**config.mk**
```make
export PLATFORM = sky130hd
export DESIGN_NAME = cavlc_block_analyzer
export DESIGN_NICKNAME = d
export VERILOG_FILES = /design/src/rtl/cavlc_an_pkg.sv /design/src/rtl/cavlc_zz_reorder.sv /design/src/rtl/cavlc_elem_store.sv /design/src/rtl/cavlc_block_analyzer.sv
export SDC_FILE = /design/constraint.sdc
export NUM_CORES = 1
export LEC_CHECK = 0
export BUFFER_PORTS_ARGS = -buffer_cell sky130_fd_sc_hd__clkbuf_2
export CAP_MARGIN = 20
export CORE_MARGIN = 4
export CORE_UTILIZATION = 31
export DETAILED_ROUTE_END_ITERATION = 16
export GPL_TIMING_DRIVEN = 0
export PLACE_DENSITY = 0.47
export RECOVER_POWER = 100
export SLEW_MARGIN = 40
export SYNTH_ARGS = -nofsm -noshare
export SYNTH_HDL_FRONTEND = slang
export SYNTH_SLANG_ARGS = --single-unit
export TNS_END_PERCENT = 10
```
**constraint.sdc**
```tcl
create_clock -name clk -period 12.7 [get_ports clk]
set_input_delay 1.27 -clock clk [delete_from_list [all_inputs] [get_ports clk]]
set_output_delay 1.27 -clock clk [all_outputs]
set_load 0.005 [all_outputs]
```
**src/rtl/cavlc_an_pkg.sv**
```systemverilog
package cavlc_an_pkg;
    localparam int MAXC  = 16;
    localparam int DC_N  = 4;
    localparam int CNT_W = $clog2(MAXC + 1);
    localparam int IDX_W = $clog2(MAXC);

    typedef enum logic [2:0] {
        TAG_TOTAL  = 3'd0,
        TAG_TRAIL  = 3'd1,
        TAG_SIGN   = 3'd2,
        TAG_LEVEL  = 3'd3,
        TAG_TZEROS = 3'd4,
        TAG_RUN    = 3'd5,
        TAG_EOB    = 3'd6
    } elem_tag_t;

    typedef enum logic [3:0] {
        ST_IDLE, ST_SCAN, ST_TOTAL, ST_TRAIL, ST_SIGN,
        ST_LEVEL, ST_TZEROS, ST_RUN, ST_EOB
    } an_state_t;

    // scan position -> raster position for the 4x4 block
    function automatic logic [IDX_W-1:0] scan_to_raster(input logic [IDX_W-1:0] k);
        logic [IDX_W-1:0] r;
        case (k)
            4'd0:  r = 4'd0;
            4'd1:  r = 4'd1;
            4'd2:  r = 4'd4;
            4'd3:  r = 4'd8;
            4'd4:  r = 4'd5;
            4'd5:  r = 4'd2;
            4'd6:  r = 4'd3;
            4'd7:  r = 4'd6;
            4'd8:  r = 4'd9;
            4'd9:  r = 4'd12;
            4'd10: r = 4'd13;
            4'd11: r = 4'd10;
            4'd12: r = 4'd7;
            4'd13: r = 4'd11;
            4'd14: r = 4'd14;
            default: r = 4'd15;
        endcase
        return r;
    endfunction
endpackage

```
**src/rtl/cavlc_zz_reorder.sv**
```systemverilog
module cavlc_zz_reorder
    import cavlc_an_pkg::*;
#(
    parameter int COEF_W = 16
) (
    input  logic [MAXC*COEF_W-1:0] raster_i,
    input  logic                   dc_mode_i,
    output logic [MAXC*COEF_W-1:0] scan_o
);
    for (genvar g = 0; g < MAXC; g++) begin : g_pos
        localparam logic [IDX_W-1:0] RPOS = scan_to_raster(IDX_W'(g));
        if (g < DC_N) begin : g_low
            assign scan_o[g*COEF_W +: COEF_W] = dc_mode_i ? raster_i[g*COEF_W +: COEF_W]
                                                          : raster_i[int'(RPOS)*COEF_W +: COEF_W];
        end else begin : g_high
            assign scan_o[g*COEF_W +: COEF_W] = dc_mode_i ? '0
                                                          : raster_i[int'(RPOS)*COEF_W +: COEF_W];
        end
    end
endmodule

```
**src/rtl/cavlc_elem_store.sv**
```systemverilog
module cavlc_elem_store
    import cavlc_an_pkg::*;
#(
    parameter int COEF_W = 16
) (
    input  logic              clk,
    input  logic              rst_n,
    input  logic              lvl_we,
    input  logic [IDX_W-1:0]  lvl_waddr,
    input  logic [COEF_W-1:0] lvl_wdata,
    input  logic              run_we,
    input  logic [IDX_W-1:0]  run_waddr,
    input  logic [CNT_W-1:0]  run_wdata,
    input  logic [IDX_W-1:0]  lvl_raddr,
    input  logic [IDX_W-1:0]  run_raddr,
    output logic [COEF_W-1:0] lvl_rdata,
    output logic [CNT_W-1:0]  run_rdata
);
    logic [COEF_W-1:0] lvl_mem [MAXC];
    logic [CNT_W-1:0]  run_mem [MAXC];

    for (genvar e = 0; e < MAXC; e++) begin : g_slot
        always_ff @(posedge clk or negedge rst_n) begin
            if (!rst_n) begin
                lvl_mem[e] <= '0;
                run_mem[e] <= '0;
            end else begin
                if (lvl_we && lvl_waddr == IDX_W'(e)) lvl_mem[e] <= lvl_wdata;
                if (run_we && run_waddr == IDX_W'(e)) run_mem[e] <= run_wdata;
            end
        end
    end

    assign lvl_rdata = lvl_mem[lvl_raddr];
    assign run_rdata = run_mem[run_raddr];
endmodule

```
**src/rtl/cavlc_block_analyzer.sv**
```systemverilog
module cavlc_block_analyzer
    import cavlc_an_pkg::*;
#(
    parameter int COEF_W = 16
) (
    input  logic                   clk,
    input  logic                   rst_n,
    input  logic                   in_valid,
    output logic                   in_ready,
    input  logic [MAXC*COEF_W-1:0] in_coeffs,
    input  logic                   in_dc_mode,
    input  logic                   in_zero_blk,
    output logic                   out_valid,
    input  logic                   out_ready,
    output logic [2:0]             out_tag,
    output logic [COEF_W-1:0]      out_value
);
    localparam logic [CNT_W-1:0] C_ONE = CNT_W'(1);
    localparam logic [CNT_W-1:0] C_TWO = CNT_W'(2);
    localparam logic [IDX_W-1:0] I_ONE = IDX_W'(1);
    localparam logic signed [COEF_W-1:0] V_POS1 = COEF_W'(1);
    localparam logic signed [COEF_W-1:0] V_NEG1 = -COEF_W'(1);

    an_state_t st_q, st_d;

    logic [MAXC*COEF_W-1:0] zz_in, zz_q;
    logic [CNT_W-1:0] blk_n_q, tot_q, tz_q, zrun_q, nlev_q, emit_k_q, zl_q;
    logic [1:0]       t1_q;
    logic             t1_open_q, seen_q;
    logic [3:0]       sgn_q;
    logic [IDX_W-1:0] scan_idx_q;

    logic signed [COEF_W-1:0] cur;
    logic nz, take_t1, fire, accept;
    logic [COEF_W-1:0] lvl_rd;
    logic [CNT_W-1:0]  run_rd, t1_ext;
    an_state_t after_lvl;

    cavlc_zz_reorder #(.COEF_W(COEF_W)) u_zz (
        .raster_i  (in_coeffs),
        .dc_mode_i (in_dc_mode),
        .scan_o    (zz_in)
    );

    cavlc_elem_store #(.COEF_W(COEF_W)) u_store (
        .clk       (clk),
        .rst_n     (rst_n),
        .lvl_we    (st_q == ST_SCAN && nz && !take_t1),
        .lvl_waddr (IDX_W'(nlev_q)),
        .lvl_wdata (cur),
        .run_we    (st_q == ST_SCAN && nz && seen_q),
        .run_waddr (IDX_W'(tot_q - C_ONE)),
        .run_wdata (zrun_q),
        .lvl_raddr (IDX_W'(emit_k_q)),
        .run_raddr (IDX_W'(emit_k_q)),
        .lvl_rdata (lvl_rd),
        .run_rdata (run_rd)
    );

    // scan-step decode
    assign cur     = zz_q[int'(scan_idx_q)*COEF_W +: COEF_W];
    assign nz      = (cur != '0);
    assign take_t1 = nz && t1_open_q && (t1_q < 2'd3) && (cur == V_POS1 || cur == V_NEG1);
    assign accept  = in_valid && in_ready;
    assign fire    = out_valid && out_ready;
    assign t1_ext  = CNT_W'(t1_q);
    assign after_lvl = (tot_q < blk_n_q) ? ST_TZEROS : ST_EOB;

    // state register
    always_ff @(posedge clk or negedge rst_n) begin
        if (!rst_n) st_q <= ST_IDLE;
        else        st_q <= st_d;
    end

    // next state
    always_comb begin
        st_d = st_q;
        unique case (st_q)
            ST_IDLE:   if (accept) st_d = in_zero_blk ? ST_TOTAL : ST_SCAN;
            ST_SCAN:   if (scan_idx_q == '0) st_d = ST_TOTAL;
            ST_TOTAL:  if (fire) st_d = (tot_q == '0) ? ST_EOB : ST_TRAIL;
            ST_TRAIL:  if (fire) begin
                           if (t1_q != 2'd0)        st_d = ST_SIGN;
                           else if (nlev_q != '0)   st_d = ST_LEVEL;
                           else                     st_d = after_lvl;
                       end
            ST_SIGN:   if (fire && emit_k_q == t1_ext - C_ONE)
                           st_d = (nlev_q != '0) ? ST_LEVEL : after_lvl;
            ST_LEVEL:  if (fire && emit_k_q == nlev_q - C_ONE) st_d = after_lvl;
            ST_TZEROS: if (fire) st_d = (tz_q != '0 && tot_q > C_ONE) ? ST_RUN : ST_EOB;
            ST_RUN:    if (fire && (emit_k_q == tot_q - C_TWO || zl_q == run_rd)) st_d = ST_EOB;
            ST_EOB:    if (fire) st_d = ST_IDLE;
            default:   st_d = ST_IDLE;
        endcase
    end

    // scan and emit bookkeeping
    always_ff @(posedge clk or negedge rst_n) begin
        if (!rst_n) begin
            zz_q       <= '0;
            blk_n_q    <= '0;
            scan_idx_q <= '0;
            tot_q      <= '0;
            t1_q       <= '0;
            t1_open_q  <= 1'b1;
            seen_q     <= 1'b0;
            tz_q       <= '0;
            zrun_q     <= '0;
            nlev_q     <= '0;
            sgn_q      <= '0;
            emit_k_q   <= '0;
            zl_q       <= '0;
        end else begin
            if (accept) begin
                zz_q       <= zz_in;
                blk_n_q    <= in_dc_mode ? CNT_W'(DC_N) : CNT_W'(MAXC);
                scan_idx_q <= in_dc_mode ? IDX_W'(DC_N - 1) : IDX_W'(MAXC - 1);
                tot_q      <= '0;
                t1_q       <= '0;
                t1_open_q  <= 1'b1;
                seen_q     <= 1'b0;
                tz_q       <= '0;
                zrun_q     <= '0;
                nlev_q     <= '0;
                sgn_q      <= '0;
            end else if (st_q == ST_SCAN) begin
                scan_idx_q <= scan_idx_q - I_ONE;
                if (nz) begin
                    tot_q  <= tot_q + C_ONE;
                    seen_q <= 1'b1;
                    zrun_q <= '0;
                    if (take_t1) begin
                        sgn_q[t1_q] <= cur[COEF_W-1];
                        t1_q        <= t1_q + 2'd1;
                    end else begin
                        t1_open_q <= 1'b0;
                        nlev_q    <= nlev_q + C_ONE;
                    end
                end else if (seen_q) begin
                    tz_q   <= tz_q + C_ONE;
                    zrun_q <= zrun_q + C_ONE;
                end
            end

            if (st_d != st_q)  emit_k_q <= '0;
            else if (fire)     emit_k_q <= emit_k_q + C_ONE;

            if (st_q == ST_TZEROS && fire)  zl_q <= tz_q;
            else if (st_q == ST_RUN && fire) zl_q <= zl_q - run_rd;
        end
    end

    // outputs
    always_comb begin
        in_ready  = (st_q == ST_IDLE);
        out_valid = 1'b0;
        out_tag   = TAG_EOB;
        out_value = '0;
        unique case (st_q)
            ST_IDLE, ST_SCAN: begin
                out_valid = 1'b0;
            end
            ST_TOTAL: begin
                out_valid = 1'b1;
                out_tag   = TAG_TOTAL;
                out_value = COEF_W'(tot_q);
            end
            ST_TRAIL: begin
                out_valid = 1'b1;
                out_tag   = TAG_TRAIL;
                out_value = COEF_W'(t1_q);
            end
            ST_SIGN: begin
                out_valid = 1'b1;
                out_tag   = TAG_SIGN;
                out_value = COEF_W'(sgn_q[emit_k_q[1:0]]);
            end
            ST_LEVEL: begin
                out_valid = 1'b1;
                out_tag   = TAG_LEVEL;
                out_value = lvl_rd;
            end
            ST_TZEROS: begin
                out_valid = 1'b1;
                out_tag   = TAG_TZEROS;
                out_value = COEF_W'(tz_q);
            end
            ST_RUN: begin
                out_valid = 1'b1;
                out_tag   = TAG_RUN;
                out_value = COEF_W'(run_rd);
            end
            ST_EOB: begin
                out_valid = 1'b1;
                out_tag   = TAG_EOB;
            end
            default: out_valid = 1'b0;
        endcase
    end
endmodule

```
==> summary.json <==
{
  "die": {
    "rows": 117,
    "fp.dieW_um": 328,
    "die_y_um": 328,
    "boundaryPins": 283,
    "initial_utilization": 0.312,
    "core_area_um2": 102000,
    "floorplan.die_area_um2": 108000
  },
  "synthesis": {
    "synth_enable_flop_cells": 0,
    "synth.cell_area_um2": 31700,
    "async_flop_share": 1.00,
    "postSynthAreaPerCell_um2": 12.3,
    "post_synth_num_cell_types": 69,
    "ys_seq_area_frac": 0.505,
    "syn-num-nets": 2866,
    "ys_top_cells_by_count": "sky130_fd_sc_hd__dfrtp_1, sky130_fd_sc_hd__nand2_1, sky130_fd_sc_hd__mux2_2",
    "synth_top_cells_by_area": "sky130_fd_sc_hd__dfrtp_1, sky130_fd_sc_hd__mux4_2, sky130_fd_sc_hd__mux2_2",
    "ys_ff_latch": 640,
    "yosysTopAreaCell": "sky130_fd_sc_hd__dfrtp_1",
    "post_synth_inst_count": 2576,
    "synth_most_common_cell": "sky130_fd_sc_hd__dfrtp_1",
    "synth_ff_type": "sky130_fd_sc_hd__dfrtp_1",
    "warning_count_from_the_yosys_run": 0,
    "synth.top_cell.area_share": 0.504
  },
  "routing": {
    "drtIter0Drc": 1586,
    "drt-total-wl_mm": 110,
    "vias_per_cell": 5.16,
    "routedWlPerCell_um": 25.3,
    "via_count": 22500,
    "drtPass1Iterations": 5,
    "drt_drc_violations_left": 0,
    "drt.antenna.violating_nets": 0
  },
  "finish": {
    "layout-area-overhead-vs-synth_pct": 16.7,
    "area_occupied_by_multi_input_gates_um2": 14400,
    "sequential_cell_area_um2": 16000,
    "post_layout_instance_count_excluding_filler_cells": 4372,
    "finish.net_count": 3234,
    "layout-drive-gt1-share": 0.289,
    "finish.utilization": 0.364,
    "number_of_inserted_filler_cells_in_the_final_layout": 10100
  },
  "sta": {
    "max_freq_mhz": 115,
    "slew_headroom": -1.34,
    "finalSetupTns_ps": 0,
    "clock-skew-final_ps": 28.1,
    "finalCritPeriodShare": 0.683,
    "fin_hold_ws_ps": 461,
    "final-setup-viol-count": 0,
    "slew_at_the_pin_closest_to_its_max_slew_limit_ps": 3510,
    "grt_setup_unrepaired": "no",
    "fin_crit_ps": 8670,
    "finalHoldViolations": 0,
    "timing_max_transition_violations_final": 413
  },
  "power": {
    "totalPowerFinal_mw": 8.24,
    "max-vdd-ir-drop_uv": 106,
    "power_leakage_nw": 17.8,
    "powerDensity_nw_per_um2": 223
  },
  "cts": {
    "cts_setup_buffers": 0,
    "post_cts_resized": 0,
    "path_clk_slew_ps": 60,
    "cts_stage_hold_buffer_count": 0,
    "cts_inserted_buffers": 74,
    "cts_max_level": 3,
    "clock_sinks": 640,
    "tritoncts_clock_tree": "done",
    "worst_skew_pair.late_latency_ps": 640,
    "clk_path_buf_depth": 3,
    "root_buffer": "sky130_fd_sc_hd__clkbuf_16"
  },
  "min_path": {
    "worstHoldStart": "zz_q[170]",
    "worst_hold_path.num_cells": 2,
    "timing.hold.worst.class": "reg -> reg",
    "timing.hold.worst_endpoint": "zz_q[170]"
  },
  "worst_setup_path": {
    "cp-start-kind": "flop",
    "r2r_setup_slack_ps": 4030,
    "crit_path_max_fanout": 10,
    "worstReg2RegStart": "scan_idx_q[1]",
    "critPathRequiredTime_ps": 13200,
    "cp.arrival_ps": 9170,
    "timing.setup.critical_path_class": "reg -> reg",
    "worst_r2r_path_depth": 15,
    "critical_path.reg2reg.endpoint": "u_store.lvl_mem[14]",
    "setup.worst_path.end_class": "flop"
  },
  "global_route": {
    "grt_start_max_net_pins": 66,
    "global_route_wire_length_before_repair_mm": 165,
    "initial_antenna_violation_count": 4,
    "grt_pass1_vias": 24100,
    "track_usage": 0.206,
    "overflow": 0
  },
  "outcome": {
    "violations_in_the_final_reports": "max-capacitance violations, max-slew violations",
    "outcome": "complete, but fails checks"
  },
  "placed_design": {
    "post_dp_hpwl_mm": 84.4,
    "placed_cell_count": 4236,
    "port_buffers": 281,
    "finalWeightedCongestion": 0.877
  },
  "job": {
    "drv_cap": 8
  }
}
kinds of logic (layout without fill, tap and decap cells):
kind of cell             Yosys count  after routing  share of synthesized area
AO/OA/AOI/OAI                    139            139                     0.0291
XOR/XNOR                          41             41                     0.0113
adder cells (fa/ha/maj)           28             28                     0.0113
buffers and inverters            231            657                     0.0319
flip-flops                       640            640                      0.505
multiplexers                     556            556                      0.262
other                              0              2                          0
AND/OR/NAND/NOR                  941            941                      0.150
power by group:
group / switching, mW / leakage (nW) / total, mW / internal [mW]
combinational: 1.89 / 8.00 / 3.05 / 1.15
clock: 0.888 / 1.23 / 2.17 / 1.28
sequential: 0.357 / 8.56 / 3.03 / 2.67
layout make-up:
cell class                      count  share of cell area
Buffer                            207              0.0224
Inverter                           24             0.00243
Antenna cell                        2            0.000135
Clock buffer                      110              0.0602
Clock inverter                     24             0.00646
Multi-Input combinational cell   1705               0.388
Tap cell                         1368              0.0462
Timing Repair Buffer              292              0.0412
Sequential cell                   640               0.433
worst max-delay path, stage by stage (launching register included):
cell and delay (ps):
sky130_fd_sc_hd__dfrtp_1 330, sky130_fd_sc_hd__clkbuf_1 580, sky130_fd_sc_hd__clkbuf_1 840, sky130_fd_sc_hd__clkbuf_1 960, sky130_fd_sc_hd__clkbuf_1 720, sky130_fd_sc_hd__mux4_2 450, sky130_fd_sc_hd__a22oi_1 500, sky130_fd_sc_hd__nand2_1 500
sky130_fd_sc_hd__and4_1 390, sky130_fd_sc_hd__nand2_1 90, sky130_fd_sc_hd__nor3_1 60, sky130_fd_sc_hd__o21ai_0 790, sky130_fd_sc_hd__clkbuf_1 430, sky130_fd_sc_hd__nand4_1 750, sky130_fd_sc_hd__clkbuf_1 630, sky130_fd_sc_hd__mux2_1 470
stage by stage:
step	worst slack, ps	cell area, µm²
floorplan	8020	31700
global placement	-4460	34900
detailed placement	6670	35200
CTS	6620	37700
global route	3900	37000
finish	4030	37000
state kept, by name, indices dropped and copies added, names as in the netlist:
name / cells
blk_n_q: 2
emit_k_q: 5
nlev_q: 5
scan_idx_q: 4
seen_q: 1
sgn_q: 4
st_q: 4
t1_open_q: 1
t1_q: 2
tot_q: 5
tz_q: 5
u_store.lvl_mem: 256
u_store.run_mem: 80
zl_q: 5
zrun_q: 5
zz_q: 256
layer usage:
layer | share of wire | GRT usage | wire length [µm] | vias up
met1 | 0.44 | 0.282 | 49100 | 11800
met2 | 0.47 | 0.335 | 52100 | 711
met3 | 0.050 | 0.0327 | 5540 | 168
li1 | - | - | - | 9893
met4 | 0.033 | 0.0698 | 3680 | 0
met5 | 0 | 0 | 0 | -
placed cells by master (no fill, tap or decap), drive strengths merged, types with 17 or more instances in the layout:
cell	Yosys	layout
dfrtp	639	639
xor2	18	18
nand3b	193	193
nand3	19	19
ha	27	27
mux2i	47	47
clkbuf	155	584
clkinv	1	17
mux2	339	339
nor2b	25	25
a22oi	29	29
nand2	566	566
mux4	170	170
buf	52	25
nand4	38	38
a21oi	20	20
xnor2	23	23
nor2	53	53
o21ai	43	43
inv	23	27
worst max path at each step:
stage / endpoint / cells after the start / from
final: u_store.lvl_mem[14] / 15 / scan_idx_q[1]
after detailed placement: u_store.lvl_mem[105] / 15 / scan_idx_q[1]
after floorplan: out_value[12] / 7 / emit_k_q[0]
after global routing: u_store.lvl_mem[7] / 15 / scan_idx_q[1]
after CTS: u_store.lvl_mem[105] / 15 / scan_idx_q[1]
after global placement: zz_q[183] / 1 / rst_n
Note: power is estimated with default switching activity, not from simulation.
